[src/rtl/irqc_pkg.sv]
package irqc_pkg;

   // source ordering; the index is also the priority rank (0 highest)
   typedef enum logic [2:0] {
      SRC_EXT0 = 3'd0,
      SRC_TMR0 = 3'd1,
      SRC_EXT1 = 3'd2,
      SRC_CCU  = 3'd3,
      SRC_SER  = 3'd4
   } irqc_src_e;

   localparam int unsigned IRQC_NSRC = 5;

   // arbiter implementation choice
   localparam int unsigned ARB_SCAN   = 0;
   localparam int unsigned ARB_ISOLATE = 1;

endpackage

[src/rtl/irqc_enable_reg.sv]
module irqc_enable_reg #(
   parameter int unsigned REG_W      = 8,
   parameter int unsigned NUM_SRC    = 5,
   parameter int unsigned GLOBAL_BIT = 7,
   parameter int unsigned IDX_W      = $clog2(REG_W),
   parameter logic [NUM_SRC*IDX_W-1:0] EN_BIT_MAP = '0
) (
   input  logic               clk,
   input  logic               rst_n,
   input  logic               byte_we,
   input  logic [REG_W-1:0]   byte_wdata,
   input  logic               bit_we,
   input  logic [IDX_W-1:0]   bit_idx,
   input  logic               bit_val,
   output logic [REG_W-1:0]   rdata,
   output logic [NUM_SRC-1:0] src_en,
   output logic               glob_en
);

   function automatic logic [REG_W-1:0] impl_mask();
      logic [REG_W-1:0] m;
      m = '0;
      for (int i = 0; i < int'(NUM_SRC); i++) begin
         m[EN_BIT_MAP[i*IDX_W +: IDX_W]] = 1'b1;
      end
      m[GLOBAL_BIT] = 1'b1;
      return m;
   endfunction

   localparam logic [REG_W-1:0] IMPL_MASK = impl_mask();

   logic [REG_W-1:0] en_q;

   always_ff @(posedge clk or negedge rst_n) begin
      if (!rst_n) begin
         en_q <= '0;
      end else if (byte_we) begin
         en_q <= byte_wdata & IMPL_MASK;
      end else if (bit_we && IMPL_MASK[bit_idx]) begin
         en_q[bit_idx] <= bit_val;
      end
   end

   assign rdata   = en_q;
   assign glob_en = en_q[GLOBAL_BIT];

   for (genvar g = 0; g < int'(NUM_SRC); g++) begin : g_src_en
      assign src_en[g] = en_q[EN_BIT_MAP[g*IDX_W +: IDX_W]];
   end

endmodule

[src/rtl/irqc_req_latch.sv]
module irqc_req_latch #(
   parameter int unsigned NUM_SRC = 5,
   parameter logic [NUM_SRC-1:0] EDGE_SRC = '0
) (
   input  logic               clk,
   input  logic               rst_n,
   input  logic [NUM_SRC-1:0] line,
   input  logic [NUM_SRC-1:0] clr,
   output logic [NUM_SRC-1:0] pending
);

   for (genvar g = 0; g < int'(NUM_SRC); g++) begin : g_src
      if (EDGE_SRC[g]) begin : g_edge
         logic prev_q;
         logic pend_q;
         always_ff @(posedge clk or negedge rst_n) begin
            if (!rst_n) begin
               prev_q <= 1'b0;
               pend_q <= 1'b0;
            end else begin
               prev_q <= line[g];
               // a fresh edge wins over a clear in the same cycle
               if (line[g] && !prev_q) begin
                  pend_q <= 1'b1;
               end else if (clr[g]) begin
                  pend_q <= 1'b0;
               end
            end
         end
         assign pending[g] = pend_q;
      end else begin : g_level
         assign pending[g] = line[g];
      end
   end

endmodule

[src/rtl/irqc_prio_arb.sv]
module irqc_prio_arb
   import irqc_pkg::*;
#(
   parameter int unsigned NUM_SRC = 5,
   parameter int unsigned VARIANT = ARB_SCAN,
   parameter int unsigned SIDX_W  = $clog2(NUM_SRC)
) (
   input  logic [NUM_SRC-1:0] elig,
   output logic               any,
   output logic [NUM_SRC-1:0] grant,
   output logic [SIDX_W-1:0]  win_idx
);

   assign any = |elig;

   if (VARIANT == ARB_SCAN) begin : g_scan
      always_comb begin
         win_idx = '0;
         for (int i = int'(NUM_SRC) - 1; i >= 0; i--) begin
            if (elig[i]) win_idx = SIDX_W'(i);
         end
      end
      assign grant = any ? (NUM_SRC'(1) << win_idx) : '0;
   end else begin : g_isolate
      // lowest set bit isolated by two's complement
      assign grant = elig & (~elig + NUM_SRC'(1));
      always_comb begin
         win_idx = '0;
         for (int i = 0; i < int'(NUM_SRC); i++) begin
            if (grant[i]) win_idx = SIDX_W'(i);
         end
      end
   end

endmodule

[src/rtl/irqc_vector_unit.sv]
module irqc_vector_unit #(
   parameter int unsigned NUM_SRC  = 5,
   parameter int unsigned VEC_W    = 16,
   parameter int unsigned VEC_BASE = 3,
   parameter int unsigned VEC_STEP = 8,
   parameter int unsigned SIDX_W   = $clog2(NUM_SRC)
) (
   input  logic               clk,
   input  logic               rst_n,
   input  logic               take,
   input  logic [SIDX_W-1:0]  win_idx,
   input  logic [NUM_SRC-1:0] win_grant,
   input  logic               reti,
   output logic [VEC_W-1:0]   vec_addr,
   output logic               vec_valid,
   output logic               in_service,
   output logic [NUM_SRC-1:0] isr_src
);

   logic [VEC_W-1:0] vec_next;

   assign vec_next = VEC_W'(VEC_BASE + int'(win_idx) * VEC_STEP);

   always_ff @(posedge clk or negedge rst_n) begin
      if (!rst_n) begin
         vec_addr   <= '0;
         vec_valid  <= 1'b0;
         in_service <= 1'b0;
         isr_src    <= '0;
      end else begin
         vec_valid <= take;
         if (take) begin
            vec_addr   <= vec_next;
            in_service <= 1'b1;
            isr_src    <= win_grant;
         end else if (reti) begin
            in_service <= 1'b0;
            isr_src    <= '0;
         end
      end
   end

endmodule

[src/rtl/prio_irq_ctrl.sv]
module prio_irq_ctrl
   import irqc_pkg::*;
#(
   parameter int unsigned NUM_SRC     = IRQC_NSRC,
   parameter int unsigned REG_W       = 8,
   parameter int unsigned GLOBAL_BIT  = 7,
   parameter int unsigned VEC_W       = 16,
   parameter int unsigned VEC_BASE    = 3,
   parameter int unsigned VEC_STEP    = 8,
   parameter logic [NUM_SRC*$clog2(REG_W)-1:0] EN_BIT_MAP = 15'b101_100_011_001_000,
   parameter logic [NUM_SRC-1:0] EDGE_SRC = 5'b00101,
   parameter int unsigned ARB_VARIANT = ARB_SCAN
) (
   input  logic                      clk,
   input  logic                      rst_n,
   input  logic [NUM_SRC-1:0]        irq_line,
   input  logic                      en_byte_we,
   input  logic [REG_W-1:0]          en_wdata,
   input  logic                      en_bit_we,
   input  logic [$clog2(REG_W)-1:0]  en_bit_idx,
   input  logic                      en_bit_val,
   output logic [REG_W-1:0]          en_rdata,
   output logic                      cpu_req,
   input  logic                      cpu_ack,
   input  logic                      reti,
   output logic [VEC_W-1:0]          vec_addr,
   output logic                      vec_valid,
   output logic                      in_service,
   output logic [NUM_SRC-1:0]        isr_src
);

   localparam int unsigned IDX_W  = $clog2(REG_W);
   localparam int unsigned SIDX_W = $clog2(NUM_SRC);
   localparam longint unsigned TOP_VEC = longint'(VEC_BASE) + longint'(NUM_SRC - 1) * VEC_STEP;

   // elaboration-time parameter checks
   initial begin
      if (NUM_SRC < 2) $error("prio_irq_ctrl: NUM_SRC must be at least 2");
      if (GLOBAL_BIT >= REG_W) $error("prio_irq_ctrl: GLOBAL_BIT outside register");
      if (TOP_VEC >= (longint'(1) << VEC_W)) $error("prio_irq_ctrl: vectors exceed VEC_W");
      if (ARB_VARIANT > ARB_ISOLATE) $error("prio_irq_ctrl: unknown ARB_VARIANT");
      for (int i = 0; i < int'(NUM_SRC); i++) begin
         if (int'(EN_BIT_MAP[i*IDX_W +: IDX_W]) == int'(GLOBAL_BIT))
            $error("prio_irq_ctrl: source enable collides with global bit");
      end
   end

   logic [NUM_SRC-1:0] src_en;
   logic               glob_en;
   logic [NUM_SRC-1:0] pending;
   logic [NUM_SRC-1:0] elig;
   logic [NUM_SRC-1:0] grant;
   logic [SIDX_W-1:0]  win_idx;
   logic               any;
   logic               take;
   logic [NUM_SRC-1:0] clr;

   irqc_enable_reg #(
      .REG_W      (REG_W),
      .NUM_SRC    (NUM_SRC),
      .GLOBAL_BIT (GLOBAL_BIT),
      .IDX_W      (IDX_W),
      .EN_BIT_MAP (EN_BIT_MAP)
   ) i_en (
      .clk        (clk),
      .rst_n      (rst_n),
      .byte_we    (en_byte_we),
      .byte_wdata (en_wdata),
      .bit_we     (en_bit_we),
      .bit_idx    (en_bit_idx),
      .bit_val    (en_bit_val),
      .rdata      (en_rdata),
      .src_en     (src_en),
      .glob_en    (glob_en)
   );

   irqc_req_latch #(
      .NUM_SRC  (NUM_SRC),
      .EDGE_SRC (EDGE_SRC)
   ) i_req (
      .clk     (clk),
      .rst_n   (rst_n),
      .line    (irq_line),
      .clr     (clr),
      .pending (pending)
   );

   assign elig = pending & src_en & {NUM_SRC{glob_en && !in_service}};

   irqc_prio_arb #(
      .NUM_SRC (NUM_SRC),
      .VARIANT (ARB_VARIANT),
      .SIDX_W  (SIDX_W)
   ) i_arb (
      .elig    (elig),
      .any     (any),
      .grant   (grant),
      .win_idx (win_idx)
   );

   assign cpu_req = any;
   assign take    = cpu_ack && any;
   assign clr     = take ? grant : '0;

   irqc_vector_unit #(
      .NUM_SRC  (NUM_SRC),
      .VEC_W    (VEC_W),
      .VEC_BASE (VEC_BASE),
      .VEC_STEP (VEC_STEP),
      .SIDX_W   (SIDX_W)
   ) i_vec (
      .clk        (clk),
      .rst_n      (rst_n),
      .take       (take),
      .win_idx    (win_idx),
      .win_grant  (grant),
      .reti       (reti),
      .vec_addr   (vec_addr),
      .vec_valid  (vec_valid),
      .in_service (in_service),
      .isr_src    (isr_src)
   );

endmodule

[config.mk]
export PLATFORM = sky130hd
export DESIGN_NAME = prio_irq_ctrl
export DESIGN_NICKNAME = d
export VERILOG_FILES = /design/src/rtl/irqc_pkg.sv /design/src/rtl/irqc_enable_reg.sv /design/src/rtl/irqc_req_latch.sv /design/src/rtl/irqc_prio_arb.sv /design/src/rtl/irqc_vector_unit.sv /design/src/rtl/prio_irq_ctrl.sv
export SDC_FILE = /design/constraint.sdc
export NUM_CORES = 1
export LEC_CHECK = 0
export ABC_AREA = 1
export BUFFER_PORTS_ARGS = -buffer_cell sky130_fd_sc_hd__buf_4
export CORE_AREA = 2 2 56 79
export DETAILED_ROUTE_END_ITERATION = 6
export DIE_AREA = 0 0 58 81
export PLACE_DENSITY = 0.59
export SLEW_MARGIN = 10
export SYNTH_ARGS = -nofsm -noshare
export SYNTH_HDL_FRONTEND = slang
export SYNTH_SLANG_ARGS = --single-unit
[constraint.sdc]
create_clock -name clk -period 3.18 [get_ports clk]
set_input_delay 0.636 -clock clk [delete_from_list [all_inputs] [get_ports clk]]
set_output_delay 0.636 -clock clk [all_outputs]
set_load 0.005 [all_outputs]
**Yosys cells after proc, flatten, opt, wreduce, memory -nomap -nowiden**

Memory sizes are Yosys's and may differ from the RTL's.
Cells that the tools add are included.

- Flip-flop bits (word level): 35
- ROM bits: 8
- Logic and storage cells: 51
- Memories: 1

- Add/sub/neg operators: 1
- Order comparisons: 2
- Shift operators: 1
- Muxes and demuxes: 21
- Bitwise operators: 2
- Reductions and logical operators: 14

Memory list:

| name | words | bits a word | read ports | clocked after Yosys merged registers in | write ports | RTL line | source |
|---|---|---|---|---|---|---|---|
| (no name shown) | 8 | 1 | 1 | 0 | 0 | irqc_enable_reg.sv:39 | `end else if (bit_we && IMPL_MASK[bit_idx]) begin` |

Operators by type and width:

| operator | number |
|---|---|
| $mux 3 | 6 |
| $mux 8 | 2 |
| $mux 5 | 3 |
| $and 5x5->5 | 2 |
| $bwmux 8 | 1 |
| $mux 1 | 8 |
| $reduce_bool 2->1 | 4 |
| $add 2x6->7 const A | 1 |
| $logic_and 1x1->1 | 6 |
| $reduce_or 5->1 | 1 |
| $shl 1x3->5 const A | 1 |
| $lt 3x4->1 const B | 1 |
| $demux 1 s3 | 1 |
| $ge 3x1->1 const B | 1 |
| $logic_not 1->1 | 3 |

**Longest topological paths before layout**

- Depth in word-level cells: 13
- Depth in mapped cells: 8

**Cells and area by module**

From an unflattened synthesis, not the netlist that was laid out.

- Cells, all modules: 191
- Area, all modules: 1,382.6 um2

By module, submodules not included:

| module | instances | cells each | area an instance (um2) | seq. area each (um2) |
|---|---|---|---|---|
| irqc_enable_reg | 1 | 77 | 549.3 | 200.2 |
| irqc_vector_unit | 1 | 54 | 494.2 | 275.3 |
| irqc_req_latch | 1 | 19 | 175.2 | 100.1 |
| prio_irq_ctrl | 1 | 24 | 95.1 | 0.0 |
| irqc_prio_arb | 1 | 17 | 68.8 | 0.0 |

**Least setup slack after synthesis**

No wires, ideal clock.

- Kind: input to output
- Start: input port irq_line[3]
- End: output port cpu_req
- Arrival time: 946 ps
- Data required time: 2,544 ps
- Path slack: 1,598 ps
- Stages: 4
- Cell sequence: nand2_1 nand2_1 nand2_1 nand3_2

- Cells in the longest elaborated chain, start to end: 3

Ends and longest elaborated chain:

| item | RTL line | source |
|---|---|---|
| from (decl) | prio_irq_ctrl.sv:16 | `input logic [NUM_SRC-1:0] irq_line,` |
| $and 5x5->5 (2 in series) | prio_irq_ctrl.sv:88 | `assign elig = pending & src_en & {NUM_SRC{glob_en && !in_service}};` |
| $reduce_or 5->1 | irqc_prio_arb.sv:14 | `assign any = \|elig;` |
| to (decl) | prio_irq_ctrl.sv:23 | `output logic cpu_req,` |

Every way passes these cells.

**Worst setup path in the final report**

Ends and elaborated chain as after synthesis.

==> flow_summary.yaml <==
status:
  status: "finished, final reports clean"
logic_synthesis:
  synth_seq_cells: 23
  synth_edf_count: 0
  syn-cell-area_um2: 1190
  yosys_most_used_dff: "dfrtp_1"
  synth_cell_types: 20
  ys_warn_count: 0
  avgSynthCellArea_um2: 7.95
  yosysTopAreaCellShare_pct: 48.3
  synth.largest_area_cell: "dfrtp_1"
  async_reset_ff_share_pct: 100
  synthTopCellsByArea: "dfrtp_1, nand2_1, buf_4"
  synth-seq-area-share_pct: 48.3
  synth_top_cells_by_count: "nand2_1, dfrtp_1, inv_1, buf_4, nand3_1"
  synth_most_common_cell: "nand2_1"
  synth_cells: 150
global_routing:
  grt_max_degree: 24
  grt_overflow: 0
  grt_pass1_wl_mm: 4.19
  grt_pass1_vias: 952
  grtUsageTotal_pct: 11.5
  antenna_found_initial: 0
floorplanning:
  die-area_um2: 4700
  placementRows: 28
  die_h_um: 81
  initial_core_util_pct: 29.3
  core_um2: 4060
  die_x_um: 58
  io_pins: 55
clocking:
  cts.sinks: 23
  cts_tree: "yes"
  post-cts-setup-buffers: 0
  clk_latency_ps: 260
  cts_max_level: 1
  ctsResizeCount: 0
  cts_max_path_buffers: 2
  cts-root-buf: "clkbuf_8"
  cts-buffers-inserted: 3
  clkSlewWorstSetupHoldPaths_ps: 90
  cts_hold_buf: 0
placed_design:
  place_area_um2: 1480
  io_buffers: 41
  gp_congestion: 0.732
  hpwl_mm: 2.02
sta:
  finalSetupViolCount: 0
  rsz0062_at_grt: "false"
  fmax_mhz: 516
  hold_violations: 0
  maxSlewViolCount: 0
  period_needed_ps: 1940
  fin_crit_sh_pct: 60.9
  fin_setup_tns_ps: 0
  finClkSkew_ps: 5.45
drt:
  via_count: 1010
  wirelength_mm: 2.48
  first_pass_iters: 4
  via_per_inst: 4.30
  routedWlPerCell_um: 10.5
  drtIter0Drc: 34
  ant_nets: 0
  remaining_drc_errors: 0
worst_setup_path:
  reg2reg_to: "i_vec.isr_src[3]"
  cp.depth: 6
  worst-setup-path-type: "input pin to primary output"
  r2r-start: "i_en.rdata[4]"
  worstPathRequired_ps: 2540
  worst-r2r-cell-count: 8
  crit_path_max_fanout: 4
  end_kind: "primary output"
  reg2reg_slack_ps: 1830
  cp-start-kind: "input pin"
  cp_cell_sequence: "buf_4 -> nand2_1 -> nand2_1 -> nand2_1 -> nand3_2 -> buf_4"
  crit_top_cell: "nand2_1"
  crit_path_top_delay_cell: "buf_4"
  critPathMaxStageDelay_ps: 160
  cp_num_buf_inv: 2
  crit_path_start: "irq_line[3]"
  cpLargestDelayFamily: "simple AND/OR/NAND/NOR gates"
  critPathArrivalTime_ps: 1300
power_and_ir_drop:
  powerDensity_nw_per_um2: 441
  ir_worst_vdd_mv: 0.179
  switching_share_pct: 29.0
  leakage_uw: 0.000852
  combPwrFrac_pct: 22.5
  p_sw_uw: 195
  pwr-share-seq_pct: 50.1
  p_clk_share_pct: 27.3
  internal_power_uw: 479
min_path:
  hold_path_class: "input pin to async pin"
layout:
  stdcell_area_um2: 1530
  area_growth_pct: 28.0
  insertedDiodeCount: 0
  drive_gt1_share_pct: 27.9
  fin_nets: 214
flow_run:
  maxCapViolCount: 0
## power by group through the flow
stage | Combinational (uW) | Clock [uW] | Sequential [uW]
2_1_floorplan | 87.9 | 0 | 343
3_3_place_gp | 154 | 0 | 344
3_5_place_dp | 155 | 0 | 344
4_1_cts | 155 | 188 | 339
5_1_grt | 173 | 201 | 342
6_report | 152 | 184 | 338
## cell type report
class / count / area [um^2]
Timing Repair Buffer: 41 / 308
Inverter: 20 / 75.1
Fill cell: 449 / 2540
Multi-Input combinational cell: 102 / 465
Tap cell: 45 / 56.3
Sequential cell: 23 / 576
Clock inverter: 1 / 5.00
Clock buffer: 3 / 41.3
## sequential cells by signal, indices dropped and copies added (netlist names)
name,count
i_vec.in_service,1
i_en.rdata,8
i_vec.vec_valid,1
i_vec.isr_src,5
i_req.g_src.g_edge.pend_q,2
i_vec.vec_addr,4
i_req.g_src.g_edge.prev_q,2
## metal layers
| layer | GRT usage, % | part of all wire, % |
|---|---|---|
| met1 | 14.5 | 43 |
| met2 | 19.5 | 49 |
| met3 | 1.91 | 6.0 |
| met4 | 4.19 | 1.2 |
| met5 | 0 | 0 |
## worst reg2reg max path, delay by kind of cell, from the launching register on
kind                   cells  cell delay [ps]
DFF                        1              410
and+or+nand+nor            7              750
buffers and inverters      1              100
## worst max path at each step
| stage | to | slack, ps |
|---|---|---|
| 2_1_floorplan | cpu_req | 1600 |
| 3_3_place_gp | cpu_req | 1250 |
| 3_5_place_dp | cpu_req | 1230 |
| 4_1_cts | cpu_req | 1230 |
| 5_1_grt | cpu_req | 1180 |
| 6_report | cpu_req | 1240 |
## metrics by stage
step	setup WS, ps	hold slack, ps	power [uW]	util (%)	std cells
global placement	1250	411	498	36.4	231
global route	1180	270	715	37.6	235
detailed placement	1230	421	499	36.4	231
CTS	1230	262	682	37.6	235
floorplan	1600	340	431	-	160
finish	1240	250	674	37.6	235
## logic make-up after synthesis
family	synth area share, %
buf+inv	15.8
simple gates	29.1
flops	48.3
other cells	0.314
compound gates	6.51
## cells in the final DEF, fill, tap and decap left out
master and n:
nand2_2 4, inv_1 19, clkinv_2 1, o211ai_1 5
nand4_1 2, nor3_1 6, dfrtp_1 23, nand3_2 1
o21ai_0 3, inv_2 1, o22ai_1 1, clkbuf_8 3
o21ai_2 1, nand2_1 45, conb_1 11, nand3_1 11
buf_4 41, a21oi_1 2, nor2_1 9, nor2_4 1
(Power assumes the default switching activity.)
